==> src/rtl/rxd_pkg.sv <==
package rxd_pkg;
  typedef enum logic [2:0] {
    S_IDLE, S_RD0, S_RD1, S_CHK, S_XFER, S_WB0, S_WB1
  } eng_state_t;

  localparam int OWN_BIT   = 31;
  localparam int WB_BIT    = 30;
  localparam int FIRST_BIT = 29;
  localparam int LAST_BIT  = 28;
endpackage

==> src/rtl/rxd_pkt_fifo.sv <==
module rxd_pkt_fifo #(
  parameter int AW     = 4,
  parameter int DROP_W = 16
) (
  input  logic              clk,
  input  logic              rst,
  input  logic              in_valid,
  input  logic [7:0]        in_data,
  input  logic              in_last,
  input  logic              pop,
  output logic              avail,
  output logic [7:0]        rd_data,
  output logic              rd_last,
  output logic [DROP_W-1:0] drop_cnt
);
  localparam int DEPTH = 1 << AW;

  logic [8:0]  ram [DEPTH];
  logic [AW:0] wr_ptr, cm_ptr, rd_ptr, used;
  logic        dropping, full, do_wr;

  assign used  = wr_ptr - rd_ptr;
  assign full  = (used == (AW+1)'(DEPTH));
  assign do_wr = in_valid && !dropping && !full;
  assign avail = (cm_ptr != rd_ptr);
  assign {rd_last, rd_data} = ram[rd_ptr[AW-1:0]];

  always_ff @(posedge clk) begin
    if (do_wr) ram[wr_ptr[AW-1:0]] <= {in_last, in_data};
  end

  always_ff @(posedge clk) begin
    if (rst) begin
      wr_ptr   <= '0;
      cm_ptr   <= '0;
      rd_ptr   <= '0;
      dropping <= 1'b0;
      drop_cnt <= '0;
    end else begin
      if (pop) rd_ptr <= rd_ptr + 1'b1;
      if (in_valid) begin
        if (dropping) begin
          if (in_last) dropping <= 1'b0;
        end else if (full) begin
          wr_ptr   <= cm_ptr;
          dropping <= !in_last;
          drop_cnt <= drop_cnt + 1'b1;
        end else begin
          wr_ptr <= wr_ptr + 1'b1;
          if (in_last) cm_ptr <= wr_ptr + 1'b1;
        end
      end
    end
  end

  AST_FIFO_NO_OVERFLOW: assert property (@(posedge clk) disable iff (rst)
    used <= (AW+1)'(DEPTH));
  AST_POP_COMMITTED: assert property (@(posedge clk) disable iff (rst)
    pop |-> avail);
  AST_DROP_STEP: assert property (@(posedge clk) disable iff (rst)
    (drop_cnt != $past(drop_cnt)) |-> (drop_cnt == $past(drop_cnt) + 1'b1));
endmodule

==> src/rtl/rxd_ring_idx.sv <==
module rxd_ring_idx #(
  parameter int IDX_W = 4
) (
  input  logic             clk,
  input  logic             rst,
  input  logic [31:0]      cfg_ring_base,
  input  logic [IDX_W-1:0] cfg_ring_len,
  input  logic             tail_wr,
  input  logic [IDX_W-1:0] tail_idx,
  input  logic             advance,
  output logic [IDX_W-1:0] cur_idx,
  output logic [31:0]      desc_addr,
  output logic             fetch_ok
);
  logic [IDX_W-1:0] tail_q;

  assign desc_addr = cfg_ring_base + {{(29-IDX_W){1'b0}}, cur_idx, 3'b000};
  assign fetch_ok  = (tail_q != cur_idx);

  always_ff @(posedge clk) begin
    if (rst) begin
      cur_idx <= '0;
      tail_q  <= '0;
    end else begin
      if (tail_wr) tail_q <= tail_idx;
      if (advance) cur_idx <= (cur_idx == cfg_ring_len - 1'b1) ? '0 : cur_idx + 1'b1;
    end
  end

  AST_CUR_IN_RING: assert property (@(posedge clk) disable iff (rst)
    (cfg_ring_len != '0) |-> (cur_idx < cfg_ring_len));
endmodule

==> src/rtl/rxd_engine.sv <==
module rxd_engine
  import rxd_pkg::*;
(
  input  logic        clk,
  input  logic        rst,
  input  logic [15:0] cfg_buf_size,
  input  logic [31:0] desc_addr,
  input  logic        fetch_ok,
  input  logic        tail_wr,
  input  logic        fifo_avail,
  input  logic [7:0]  fifo_data,
  input  logic        fifo_last,
  output logic        fifo_pop,
  output logic        advance,
  output logic        mem_req,
  output logic        mem_we,
  output logic [31:0] mem_addr,
  output logic [3:0]  mem_be,
  output logic [31:0] mem_wdata,
  input  logic [31:0] mem_rdata,
  output logic        rbu
);
  eng_state_t  st;
  logic [31:0] buf_ptr, wa;
  logic [15:0] cnt, cap, pkt_len;
  logic        first_q, last_q;

  assign wa = buf_ptr + {16'b0, cnt};

  always_comb begin
    mem_req   = 1'b0;
    mem_we    = 1'b0;
    mem_addr  = desc_addr;
    mem_be    = 4'b0000;
    mem_wdata = '0;
    fifo_pop  = 1'b0;
    advance   = 1'b0;
    case (st)
      S_RD0: mem_req = 1'b1;
      S_RD1: begin
        mem_req  = 1'b1;
        mem_addr = desc_addr + 32'd4;
      end
      S_XFER: if (fifo_avail) begin
        mem_req   = 1'b1;
        mem_we    = 1'b1;
        mem_addr  = {wa[31:2], 2'b00};
        mem_be    = 4'b0001 << wa[1:0];
        mem_wdata = {4{fifo_data}};
        fifo_pop  = 1'b1;
      end
      S_WB0: begin
        mem_req   = 1'b1;
        mem_we    = 1'b1;
        mem_be    = 4'hF;
        mem_wdata = {16'b0, cnt};
      end
      S_WB1: begin
        mem_req   = 1'b1;
        mem_we    = 1'b1;
        mem_be    = 4'hF;
        mem_addr  = desc_addr + 32'd4;
        mem_wdata = '0;
        mem_wdata[WB_BIT]    = 1'b1;
        mem_wdata[FIRST_BIT] = first_q;
        mem_wdata[LAST_BIT]  = last_q;
        mem_wdata[15:0]      = last_q ? pkt_len : 16'd0;
        advance   = 1'b1;
      end
      default: ;
    endcase
  end

  always_ff @(posedge clk) begin
    if (rst) begin
      st      <= S_IDLE;
      buf_ptr <= '0;
      cnt     <= '0;
      cap     <= '0;
      pkt_len <= '0;
      first_q <= 1'b1;
      last_q  <= 1'b0;
      rbu     <= 1'b0;
    end else begin
      case (st)
        S_IDLE: if (!rbu && fetch_ok && fifo_avail) st <= S_RD0;
        S_RD0:  st <= S_RD1;
        S_RD1: begin
          buf_ptr <= mem_rdata;
          st      <= S_CHK;
        end
        S_CHK: begin
          if (mem_rdata[OWN_BIT]) begin
            cnt    <= '0;
            cap    <= cfg_buf_size - {14'b0, buf_ptr[1:0]};
            last_q <= 1'b0;
            st     <= S_XFER;
          end else begin
            rbu <= 1'b1;
            st  <= S_IDLE;
          end
        end
        S_XFER: if (fifo_avail) begin
          cnt     <= cnt + 16'd1;
          pkt_len <= pkt_len + 16'd1;
          if (fifo_last) begin
            last_q <= 1'b1;
            st     <= S_WB0;
          end else if (cnt + 16'd1 == cap) begin
            st <= S_WB0;
          end
        end
        S_WB0: st <= S_WB1;
        S_WB1: begin
          first_q <= last_q;
          if (last_q) pkt_len <= '0;
          st <= S_IDLE;
        end
        default: st <= S_IDLE;
      endcase
      if (tail_wr) rbu <= 1'b0;
    end
  end

  AST_IDLE_NO_FETCH: assert property (@(posedge clk) disable iff (rst)
    (st == S_IDLE && !fetch_ok) |=> !mem_req);
  AST_SUSPEND_QUIET: assert property (@(posedge clk) disable iff (rst)
    rbu |-> !mem_req);
  AST_FILL_WITHIN_CAP: assert property (@(posedge clk) disable iff (rst)
    (st == S_XFER) |-> (cnt < cap));
endmodule

==> src/rtl/rxd_dma_top.sv <==
module rxd_dma_top #(
  parameter int IDX_W   = 4,
  parameter int FIFO_AW = 4,
  parameter int DROP_W  = 16
) (
  input  logic              clk,
  input  logic              rst,
  input  logic [31:0]       cfg_ring_base,
  input  logic [IDX_W-1:0]  cfg_ring_len,
  input  logic [15:0]       cfg_buf_size,
  input  logic              tail_wr,
  input  logic [IDX_W-1:0]  tail_idx,
  input  logic              in_valid,
  input  logic [7:0]        in_data,
  input  logic              in_last,
  output logic              mem_req,
  output logic              mem_we,
  output logic [31:0]       mem_addr,
  output logic [3:0]        mem_be,
  output logic [31:0]       mem_wdata,
  input  logic [31:0]       mem_rdata,
  output logic              rbu,
  output logic [IDX_W-1:0]  cur_idx,
  output logic [DROP_W-1:0] drop_cnt
);
  logic        fifo_avail, fifo_last, fifo_pop, advance, fetch_ok;
  logic [7:0]  fifo_data;
  logic [31:0] desc_addr;

  rxd_pkt_fifo #(.AW(FIFO_AW), .DROP_W(DROP_W)) u_fifo (
    .clk(clk), .rst(rst),
    .in_valid(in_valid), .in_data(in_data), .in_last(in_last),
    .pop(fifo_pop), .avail(fifo_avail), .rd_data(fifo_data), .rd_last(fifo_last),
    .drop_cnt(drop_cnt)
  );

  rxd_ring_idx #(.IDX_W(IDX_W)) u_ring (
    .clk(clk), .rst(rst),
    .cfg_ring_base(cfg_ring_base), .cfg_ring_len(cfg_ring_len),
    .tail_wr(tail_wr), .tail_idx(tail_idx), .advance(advance),
    .cur_idx(cur_idx), .desc_addr(desc_addr), .fetch_ok(fetch_ok)
  );

  rxd_engine u_eng (
    .clk(clk), .rst(rst),
    .cfg_buf_size(cfg_buf_size), .desc_addr(desc_addr), .fetch_ok(fetch_ok),
    .tail_wr(tail_wr),
    .fifo_avail(fifo_avail), .fifo_data(fifo_data), .fifo_last(fifo_last),
    .fifo_pop(fifo_pop), .advance(advance),
    .mem_req(mem_req), .mem_we(mem_we), .mem_addr(mem_addr), .mem_be(mem_be),
    .mem_wdata(mem_wdata), .mem_rdata(mem_rdata), .rbu(rbu)
  );
endmodule

==> config.mk <==
export PLATFORM = sky130hd
export DESIGN_NAME = rxd_dma_top
export DESIGN_NICKNAME = d
export VERILOG_FILES = /design/src/rtl/rxd_pkg.sv /design/src/rtl/rxd_pkt_fifo.sv /design/src/rtl/rxd_ring_idx.sv /design/src/rtl/rxd_engine.sv /design/src/rtl/rxd_dma_top.sv
export SDC_FILE = /design/constraint.sdc
export NUM_CORES = 1
export LEC_CHECK = 0
export ABC_AREA = 0
export CAP_MARGIN = 20
export CORE_MARGIN = 2
export CORE_UTILIZATION = 60
export DETAILED_ROUTE_END_ITERATION = 8
export DONT_BUFFER_PORTS = 1
export GPL_TIMING_DRIVEN = 1
export PLACE_DENSITY_LB_ADDON = 0.1
export SETUP_SLACK_MARGIN = 0.05
export SLEW_MARGIN = 20
export SYNTH_ARGS = -nofsm -noshare
export SYNTH_HDL_FRONTEND = slang
export SYNTH_SLANG_ARGS = --single-unit
==> constraint.sdc <==
create_clock -name clk -period 5.9 [get_ports clk]
set_input_delay 0.885 -clock clk [delete_from_list [all_inputs] [get_ports clk]]
set_output_delay 0.885 -clock clk [all_outputs]
set_load 0.01 [all_outputs]
======== Yosys cells after proc, flatten, opt, wreduce, memory -nomap -nowiden ========
Memory sizes are Yosys's and may differ from the RTL's. A register that Yosys moved wholly into a read port is not among the register bits.
Cells that the tools add are included.
storage, ports and cells
  ROM bits ................................ 0
  bits in writable memories ............... 144
  latch bits .............................. 0
  register bits after elaboration ......... 126
  memories ................................ 1
  logic and storage cells ................. 110
  bits of input ports ..................... 101
memories
  memory      words  bits a word  read ports  clocked after Yosys merged registers in  wr ports  line                RTL
  u_fifo.ram  16     9            1           1                                        1         rxd_pkt_fifo.sv:18  logic [8:0] ram [DEPTH];
operators by class
  mux-type cells .......................... 37
  shift-type cells ........................ 1
  multiply operators ...................... 0
  bitwise operators ....................... 3
  $lt $le $gt $ge ......................... 0
  $add $sub $neg .......................... 12
  reductions and logical operators ........ 24
  equality and inequality tests ........... 17
  divide/modulo/power cells ............... 0
operators with widths
  cell                     count
  $pmux W32 S3             1
  $mux W16                 5
  $mux W32                 2
  $pmux W16 S2             2
  $pmux W32 S2             1
  $add A16 B1 Y16 const B  3
  $add A32 B16 Y32         1
  $add A32 B3 Y32 const B  1
  $add A32 B7 Y32          1
  $pmux W3 S6              1
  $eq A16 B16 Y1           1
  $mux W4                  4
  $sub A16 B2 Y16          1
  $mux W3                  5
  $reduce_and A3 Y1        4
  $mux W1                  11
  $add A5 B1 Y5 const B    2
  $eq A3 B3 Y1 const B     3
  $pmux W4 S2              1
  $reduce_and A4 Y1        2
  $eq A3 B2 Y1 const B     2
  $ne A2 B1 Y1 const B     3
  $pmux W1 S2              3
  $reduce_and A2 Y1        3
  other kinds (19)         31

======== Depth between registers and ports, before layout ========
Gate-level depths: netlist of run 1.
  word-level depth ........................ 6
  gate-level depth with buffers ........... 12

======== Hierarchy ========
A second synthesis of run 1 with hierarchy kept.
unflattened totals
  cells, all modules ...................... 1469
  area, all modules ....................... 14916.8 um2
by module, submodules not included
  module        times used  area an instance (um2)  cells an instance  sequential area each (um2)
  rxd_pkt_fifo  1           7290.7                  437                5044.8
  rxd_engine    1           6490.0                  884                1721.7
  rxd_ring_idx  1           1136.1                  148                160.2

======== Least setup slack after synthesis of run 1 ========
No wires, ideal clock.
  kind .................................... input -> output
  start point ............................. in cfg_ring_base[3]
  end point ............................... out mem_addr[16]
  arrival time ............................ 3.624 ns
  data required time ...................... 5.015 ns
  setup slack ............................. 1.391 ns
  stages on the path ...................... 10
  cell sequence ........................... ha_1 fa_1 xor2_1 o2111ai_1 nor4_2 o21ai_0 a211oi_2 or3b_2 xnor2_1 o221ai_1
on the way
  longest elaborated chain between the ends .. 3
  elaborated cells on any way between the ends .. 4
  classes of those cells .................. add/sub (2); mux (2)
RTL lines
  item                                                line                                                  RTL
  start: declaration                                  rxd_dma_top.sv:8                                      input logic [31:0] cfg_ring_base,
  $add A32 B7 Y32 (*)                                 rxd_ring_idx.sv:17                                    assign desc_addr = cfg_ring_base + {{(29-IDX_W){1'b0}}, cur_idx, 3'b000};
  $add A32 B3 Y32 / $mux W32 (equally long branches)  rxd_engine.sv:42, rxd_engine.sv:62, rxd_engine.sv:44
  $pmux W32 S2 (*)                                    rxd_engine.sv:38                                      case (st)
  end: declaration                                    rxd_dma_top.sv:18                                     output logic [31:0] mem_addr,
Mark *: on every way between the ends. The rest lies on a longest branch, timed or not.

======== Worst setup path after layout of run 1 ========
  start point ............................. reg u_ring.cur_idx[1]
  end point ............................... out mem_addr[16]
on the way
  longest elaborated chain between the ends .. 3
  elaborated cells on any way between the ends .. 4
  classes of those cells .................. add/sub (2); mux (2)
RTL lines
  item                                                line                                                  RTL
  start: declaration                                  rxd_ring_idx.sv:11                                    output logic [IDX_W-1:0] cur_idx,
  start signal: assignment                            rxd_ring_idx.sv:26                                    if (advance) cur_idx <= (cur_idx == cfg_ring_len - 1'b1) ? '0 : cur_idx + 1'b1;
  $add A32 B7 Y32 (*)                                 rxd_ring_idx.sv:17
  $add A32 B3 Y32 / $mux W32 (equally long branches)  rxd_engine.sv:42, rxd_engine.sv:62, rxd_engine.sv:44
  $pmux W32 S2 (*)                                    rxd_engine.sv:38
Marks and branches as above.

==> metrics, run 1 <==
DP HPWL 29.90 mm; First-pass DRT Iterations 7; Worst Hold Class in -> reg; Row Count 58; vias 11758; clk root buf clkbuf_16; endpoints failing hold 0; H-tree depth 1; Worst-Skew Late Latency 570 ps; final WL 40.35 mm; I/O Pins 192; setup TNS 0 ps; Leak 5.408 nW; Detail Route Antenna Nets 0; Worst Path Max Fanout 11; WP data arrival 4530 ps; Critical Path RT 5020 ps; PnR Total Power 0.004558 W; layout cell share with drive strength beyond 1 9.406%; Syn Std Cell Area 0.01540 mm2; kind of critical path reg -> out; routability congestion estimate from global placement 0.9091; Crit path top cell by count xnor2_1; Seq/Total Area, Yosys 44.96%; Post-synth EDFFs 144; #FFs+latches synth 274; cell count after synthesis 1528; Fillers 2000; Die W 164.2 um; skew final 30.50 ps; status finished clean; clock sink count 274; Synth cell types 90; drt wl/cell 22.06 um; CTS tree built; NumNets Final 1623; final setup fails 0; synth top area cells edfxtp_1 (28%), dfxtp_1 (17%), mux4_2 (6.6%); most common cell in the netlist nor2_1; CP Cell Sequence ha_1, a211o_1, a21oi_1, nor2_1, xnor2_1, a211oi_2, or3b_2, xnor2_1, o221ai_1; DP Area 0.01553 mm2; Peak VDD IR 0.0002735 V; power per standard cell area 277.1 mW/mm2; # resized after CTS 0; worst slew pin tran 1071 ps; total CTS buffers 28; first-pass GRT wire length 61.82 mm; diodes inserted 0; cts hold-fix bufs 0; Post-CTS Setup Inserts 0; Startpoint Class register; Worst setup EP type output port; I/O Buffers 0; CTS clk-pin slew, worst paths 60 ps; Core Region 0.02518 mm2; initial drt markers 1008; Max stage delay on crit path 760 ps; Initial Utilization 61.17%; total grt overflow 0; Achievable Freq 0.1845 GHz; asr flop ratio synth 0%; fin area 0.01645 mm2; initial antenna violation count 0; fin. max-slew vios 0; Die ar. 0.02697 mm2; Max-slew headroom 28.40%; fin util 65.31%; Post-Syn Nets 1673; routed vias/inst 6.429; largest net degree at the start of global routing 109; All-Layer GR Usage 29.50%; vias in the first global route 10963; area added between synthesis and finish 6.766%; YS warnings 0; Syn Area/Cell 10.08 um2; Final Critical Period 5419 ps; leading area contributor after synthesis edfxtp_1; synth cell count leaders nor2_1 (149), nand2_1 (148), edfxtp_1 (144), dfxtp_1 (130), a21oi_1 (106); Slowest cell on crit path a21oi_1; Max Root-Sink Buffers 3; Main synth FF type edfxtp_1; hold slack 392.6 ps; period utilization 91.85%; Die H 164.2 um; Synth top area share 28.07%; Residual DRC 0; RSZ-0062 raised after global routing false; MaxCap Viol Count 0
[placed cells by master (no fill, tap or decap), drive strengths merged, types with 20 or more instances in the layout]
cell type and instances:
nand2 150, inv 35, nand4 21, xnor2 91, and3 21, dfxtp 130
o21ai 63, clkbuf 36, nor2 149, edfxtp 144, a211oi 20, xor2 50
mux4 45, a21oi 107, nor3 36, ha 41, or3 24, nand3 54
[critical path, delay by kind of cell, from the launching register on]
family,cells,cell delay (ps)
AOI/OAI and AO/OA,4,2010
xor gates and xnor gates,2,390
adders and majority gates,1,350
DFF,1,580
and+or+nand+nor,2,640
[worst paths after layout]
| kind | depth (start not counted) | endpoint | start | slack [ps] |
|---|---|---|---|---|
| min reg2reg | 2 | u_eng.buf_ptr[2] | u_eng.buf_ptr[2] | 470 |
| min | 1 | u_ring.tail_q[2] | rst | 390 |
| max | 9 | mem_addr[16] | u_ring.cur_idx[1] | 480 |
| max reg2reg | 8 | u_fifo.ram[4][8] | u_fifo.wr_ptr[2] | 2370 |
[per-layer routing]
metal  global-route usage [%]  wire length, um  vias to the layer above
met1                    38.84            16860                     5767
met3                    4.015             2334                       82
met4                    8.413             1162                        0
met5                        0                0                        -
li1                         -                -                     5548
met2                    51.10            19990                      361
[where the power goes]
part / total (W) / internal, W / switching (W)
registers: 0.00214 / 0.00207 / 0.0000623
logic: 0.000670 / 0.000226 / 0.000443
clock network: 0.00175 / 0.00101 / 0.000741
[kinds of logic after synthesis]
kind of cell,after synthesis,share of synthesized area [%]
DFF,274,44.96
AOI/OAI and AO/OA,322,14.05
adders and majority gates,44,3.720
buffers and inverters,124,3.338
xor gates and xnor gates,141,8.017
muxes,64,7.830
and+or+nand+nor,559,18.08
[state kept, by name (all words and copies together) (netlist names), 3 cells and up, named ones only]
signal,cells
u_eng.buf_ptr,32
u_eng.cap,16
u_eng.cnt,16
u_eng.pkt_len,16
u_eng.st,3
u_fifo.cm_ptr,5
u_fifo.drop_cnt,16
u_fifo.ram,144
u_fifo.rd_ptr,5
u_fifo.wr_ptr,5
u_ring.cur_idx,4
u_ring.tail_q,4
[through the flow]
step | cells | setup WS (ps)
5_1_grt | 1829 | 261.2
6_report | 1829 | 480.8
4_1_cts | 1829 | 501.6
3_5_place_dp | 1778 | 849.7
2_1_floorplan | 1528 | 1391
3_3_place_gp | 1778 | 970.2
[cell type report]
type | instances | area (um2) | area share [%]
Timing Repair Buffer | 9 | 67.56 | 0.4108
Inverter | 35 | 131.4 | 0.7988
Sequential cell | 274 | 6929 | 42.13
Tap cell | 330 | 412.9 | 2.510
Clock inverter | 15 | 181.4 | 1.103
Clock buffer | 36 | 730.7 | 4.443
Multi-Input combinational cell | 1130 | 7994 | 48.60
Note: power is estimated with default switching activity, not from simulation.
==> run 2, diff against run 1 <==
==> constraint.sdc (replaced) <==
create_clock -name clk -period 6.3 [get_ports clk]
set_input_delay 0.945 -clock clk [delete_from_list [all_inputs] [get_ports clk]]
set_output_delay 0.945 -clock clk [all_outputs]
set_load 0.01 [all_outputs]
==> run 2 against run 1 <==
Against the previous run:
- non-clock buffer count grew 1
- worst hold slack gained 53 ps
- clock power shrank 5%
- via count shrank 0.27%
- highest routed layer unchanged
- clock skew grew 8.5 ps
- sequential share of layout area shrank 0.10 points
- critical path depth is the same
- wire length grew 0.90%
- utilization grew 0.15 points
==> metrics, run 2 (same netlist as run 1, synthesis figures left out) <==
power share of the clock group 38.8%; DP HPWL 29.54 mm; Die H 164.2 um; WP data arrival 4500 ps; hold slack 445.5 ps; met3 GRT Util 5.732%; I/O Pins 192; Core Region 0.02518 mm2; status finished clean; largest net degree at the start of global routing 109; most frequent cells in the layout nand2_1 (148), nor2_1 (147), edfxtp_1 (144); initial antenna violation count 0; final setup fails 0; NumNets Final 1624; diodes inserted 0; P_sw 0.001183 W; total CTS buffers 28; # resized after CTS 0; Final Critical Period 5442 ps; H-tree depth 1; Max-slew headroom 26.96%; cts hold-fix bufs 0; endpoints failing hold 0; Residual DRC 0; CTS tree built; Peak VDD IR 0.0002852 V; part of the power in combinational logic 14.6%; vias in the first global route 10789; Worst Hold Class in -> reg; Die ar. 0.02697 mm2; total grt overflow 0; commonest non-fill, non-tap cell in the layout nand2_1; Detail Route Antenna Nets 0; power per standard cell area 260.2 mW/mm2; routability congestion estimate from global placement 0.8976; Worst setup EP type output port; Initial Utilization 61.17%; Post-CTS Setup Inserts 0; final WL 40.71 mm; GR Util met2 48.80%; worst slew pin tran 1093 ps; I/O Buffers 0; setup TNS 0 ps; met1 GRT Util 38.69%; vias 11726; fin. max-slew vios 0; Die W 164.2 um; RSZ-0062 raised after global routing false; All-Layer GR Usage 29.49%; Worst Path Max Fanout 11; Leak 5.465 nW; first-pass GRT wire length 61.35 mm; max reg flops 144; skew final 38.96 ps; r2r setup slk 2770 ps; period utilization 86.38%; drt wl/cell 22.24 um; Sw Ratio 27.58%; routed vias/inst 6.404; Achievable Freq 0.1838 GHz; Startpoint Class register; Worst-Skew Late Latency 570 ps; Row Count 58; MaxCap Viol Count 0; clk root buf clkbuf_16; area added between synthesis and finish 7.010%; First-pass DRT Iterations 5; Internal 0.003106 W; kind of critical path reg -> out; Seq pwr share 46.7%; Max Root-Sink Buffers 3; Top Usage Layer GRT met2; Critical Path RT 5350 ps; layout cell share with drive strength beyond 1 9.993%; CTS clk-pin slew, worst paths 70 ps; initial drt markers 1170; clock sink count 274
==> run 2: changes by cell type in the layout (fill, tap and decap cells not counted), sizes merged <==
cell,change
buf,+1
bufinv,-2
clkbuf,-1
clkinv,+4
clkinvlp,-3
inv,+3
==> run 2: metrics by stage <==
step                util, %  instances  power (W)  instance area (um2)  setup WS [ps]
global placement      61.72       1779   0.002640                15540           1208
global route          65.46       1831   0.004440                16480          530.6
finish                65.46       1831   0.004289                16480          858.0
CTS                   65.46       1831   0.004300                16480          857.2
floorplan                 -       1528   0.002493                15400           1671
detailed placement    61.72       1779   0.002649                15540           1101
==> run 2: critical path, cell delays in order, from the launching register on <==
cell      delay [ps]
dfxtp_1          590
ha_1             340
a211o_1          350
a21oi_1          770
nor2_1           110
xnor2_1          250
a211oi_2         570
or3b_2           510
xnor2_1          140
o221ai_1         320
==> run 2: worst paths after layout <==
kind	start	end	cells past startpoint
setup / recovery	u_ring.cur_idx[1]	mem_addr[16]	9
hold / removal	tail_wr	u_eng.rbu	1
setup reg to reg	u_fifo.rd_ptr[1]	u_fifo.ram[3][4]	10
hold reg to reg	u_eng.buf_ptr[2]	u_eng.buf_ptr[2]	2
==> run 2: routing by layer <==
metal | vias up | share of wire, %
li1 | 5557 | -
met2 | 430 | 48
met1 | 5647 | 40
met3 | 92 | 7.7
met4 | 0 | 3.8
met5 | - | 0
==> run 2: layout make-up <==
| type | count | area, um2 |
|---|---|---|
| timing repair buffer | 10 | 75.07 |
| inverter | 35 | 131.4 |
| sequential | 274 | 6928 |
| clock buffer | 35 | 804.5 |
| clock inverter | 17 | 138.9 |
| multi-input combinational | 1130 | 7994 |
| fill | 1974 | 8697 |
| tap | 330 | 412.9 |
==> run 2: power by group through the flow <==
stage	Combinational [W]	Sequential [W]	Clock, W
CTS	0.000617	0.00200	0.00168
detailed placement	0.000611	0.00204	0
finish	0.000625	0.00200	0.00166
floorplan	0.000477	0.00202	0
global placement	0.000603	0.00204	0
global route	0.000680	0.00201	0.00175
==> run 3, diff against run 2 <==
--- a/config.mk
+++ b/config.mk
@@ -7,8 +7,10 @@
 export LEC_CHECK = 0
 export ABC_AREA = 0
 export CAP_MARGIN = 20
+export CELL_PAD_IN_SITES_DETAIL_PLACEMENT = 0
+export CELL_PAD_IN_SITES_GLOBAL_PLACEMENT = 1
 export CORE_MARGIN = 2
-export CORE_UTILIZATION = 60
+export CORE_UTILIZATION = 54
 export DETAILED_ROUTE_END_ITERATION = 8
 export DONT_BUFFER_PORTS = 1
 export GPL_TIMING_DRIVEN = 1
==> run 3 against run 2 <==
Against the previous run:
- via count shrank 1.1%
- first-iteration DRC count shrank 16%
- clock power grew 19%
- global-route usage shrank 2.8 points
- power grew 7.3%
- non-clock buffer count grew 1
- die area grew 11%
- sequential power is essentially flat
- count of clock-buffer cells in the layout shrank 2
- clock skew grew 6.8 ps
- worst setup slack gained 180 ps
- design area grew 1.7%
- critical path type unchanged
- largest cell class unchanged
- largest power group unchanged
- highest routed layer unchanged
==> metrics, run 3 (same netlist as run 1, synthesis figures left out) <==
First-pass DRT Iterations 5; PnR Total Power 0.004600 W; Hold Path Stages 1; Max Root-Sink Buffers 3; Max stage delay on crit path 500 ps; Core Region 0.02793 mm2; total grt overflow 0; Leak 5.535 nW; I/O Pins 192; power per standard cell area 274.5 mW/mm2; skew final 45.79 ps; Die H 172.9 um; most frequent cells in the layout nand2_1 (148), nor2_1 (147), edfxtp_1 (144); RR Endpoint u_fifo.ram[2][4]; Startpoint Class register; DP Area 0.01561 mm2; Peak VDD IR 0.0002741 V; Achievable Freq 0.1902 GHz; first-pass GRT wire length 63.16 mm; CP Cell Sequence ha_1, fa_1, xor2_1, o2111ai_1, nor4_2, o21ai_0, a211oi_2, or3b_2, xnor2_1, o221ai_1; area added between synthesis and finish 8.805%; drt wl/cell 21.72 um; # resized after CTS 0; hold_sp tail_wr; Die W 172.9 um; fin area 0.01676 mm2; Residual DRC 0; DP HPWL 29.89 mm; WP data arrival 4310 ps; I/O Buffers 0; initial antenna violation count 0; Max-slew headroom 33.82%; largest net degree at the start of global routing 109; critical path buffer and inverter count 0; final setup fails 0; Initial Utilization 55.15%; Reg2Reg Depth 8; Row Count 61; CTS tree built; Final Critical Period 5258 ps; hold endpoint u_eng.rbu; All-Layer GR Usage 26.69%; Fillers 2407; cts hold-fix bufs 0; MaxCap Viol Count 0; period utilization 83.46%; layout cell share with drive strength beyond 1 10.09%; Worst setup EP type output port; worst slew pin tran 987.3 ps; CP delay by family, top compound AO/OA/AOI/OAI gates; endpoints failing hold 0; RSZ-0062 raised after global routing false; Worst Path Max Fanout 8; r2r setup slk 2730 ps; total CTS buffers 30; fin. max-slew vios 0; Slowest cell on crit path a211oi_2; Detail Route Antenna Nets 0; Worst R2R Start u_fifo.wr_ptr[2]; routability congestion estimate from global placement 0.8777; diodes inserted 0; status finished clean; clk root buf clkbuf_16; setup TNS 0 ps; max reg flops 144; Die ar. 0.02989 mm2; NumNets Final 1627; vias 11594; Post-CTS Setup Inserts 0; final WL 40.92 mm; Worst-Skew Late Latency 580 ps; H-tree depth 1; kind of critical path reg -> out; clock sink count 274; Worst Hold Class in -> reg; vias in the first global route 10925; CTS clk-pin slew, worst paths 70 ps; Critical Path RT 5350 ps; initial drt markers 981; routed vias/inst 6.154; commonest non-fill, non-tap cell in the layout nand2_1
-- run 3: cell types whose count changed in the layout (fill, tap and decap cells not counted), sizes merged --
cell / change
buf: +1
inv: -2
bufinv: +7
clkbuf: -2
clkinv: -1
clkinvlp: +2
-- run 3: stage by stage --
stage               hold WS [ps]  util, %  std cells  worst slack, ps
global placement           447.6    55.88       1828             1245
finish                     433.8    60.00       1884             1042
global route               410.0    60.00       1884            777.7
CTS                        405.6    60.00       1884             1023
detailed placement         456.7    55.88       1828             1172
floorplan                  437.0        -       1528             1671
-- run 3: cell type report --
type | count | area (um2) | share of cell area (%)
clock buffers | 33 | 783.3 | 4.673
inverters | 35 | 131.4 | 0.7838
flip-flops and latches | 274 | 6928 | 41.33
repair buffers | 11 | 82.58 | 0.4927
well taps | 378 | 473.0 | 2.822
clock inverters | 23 | 369.1 | 2.202
multi-input cells | 1130 | 7994 | 47.69
-- run 3: power by group --
part | internal, W | switching (W)
clock | 0.00124 | 0.000738
sequential | 0.00194 | 0.0000609
combinational | 0.000213 | 0.000409
total | 0.00339 | 0.00121
-- run 3: layer usage --
layer  routed length [um]  share of wire, %  GRT usage (%)
met1                17470                43          35.37
met2                20130                49          45.92
met3                 2417               5.9          4.485
met4                  899               2.2          6.321
met5                    0                 0              0
-- run 3: worst max path at each step --
stage,from,end,slack (ps),cells after the start
after floorplan,cfg_ring_base[3],mem_addr[16],1670,10
after global placement,cfg_ring_base[3],mem_addr[16],1250,10
after detailed placement,cfg_ring_base[3],mem_addr[16],1170,10
after CTS,u_ring.cur_idx[0],mem_addr[16],1020,10
after global routing,u_ring.cur_idx[0],mem_addr[16],780,10
final,u_ring.cur_idx[0],mem_addr[16],1040,10
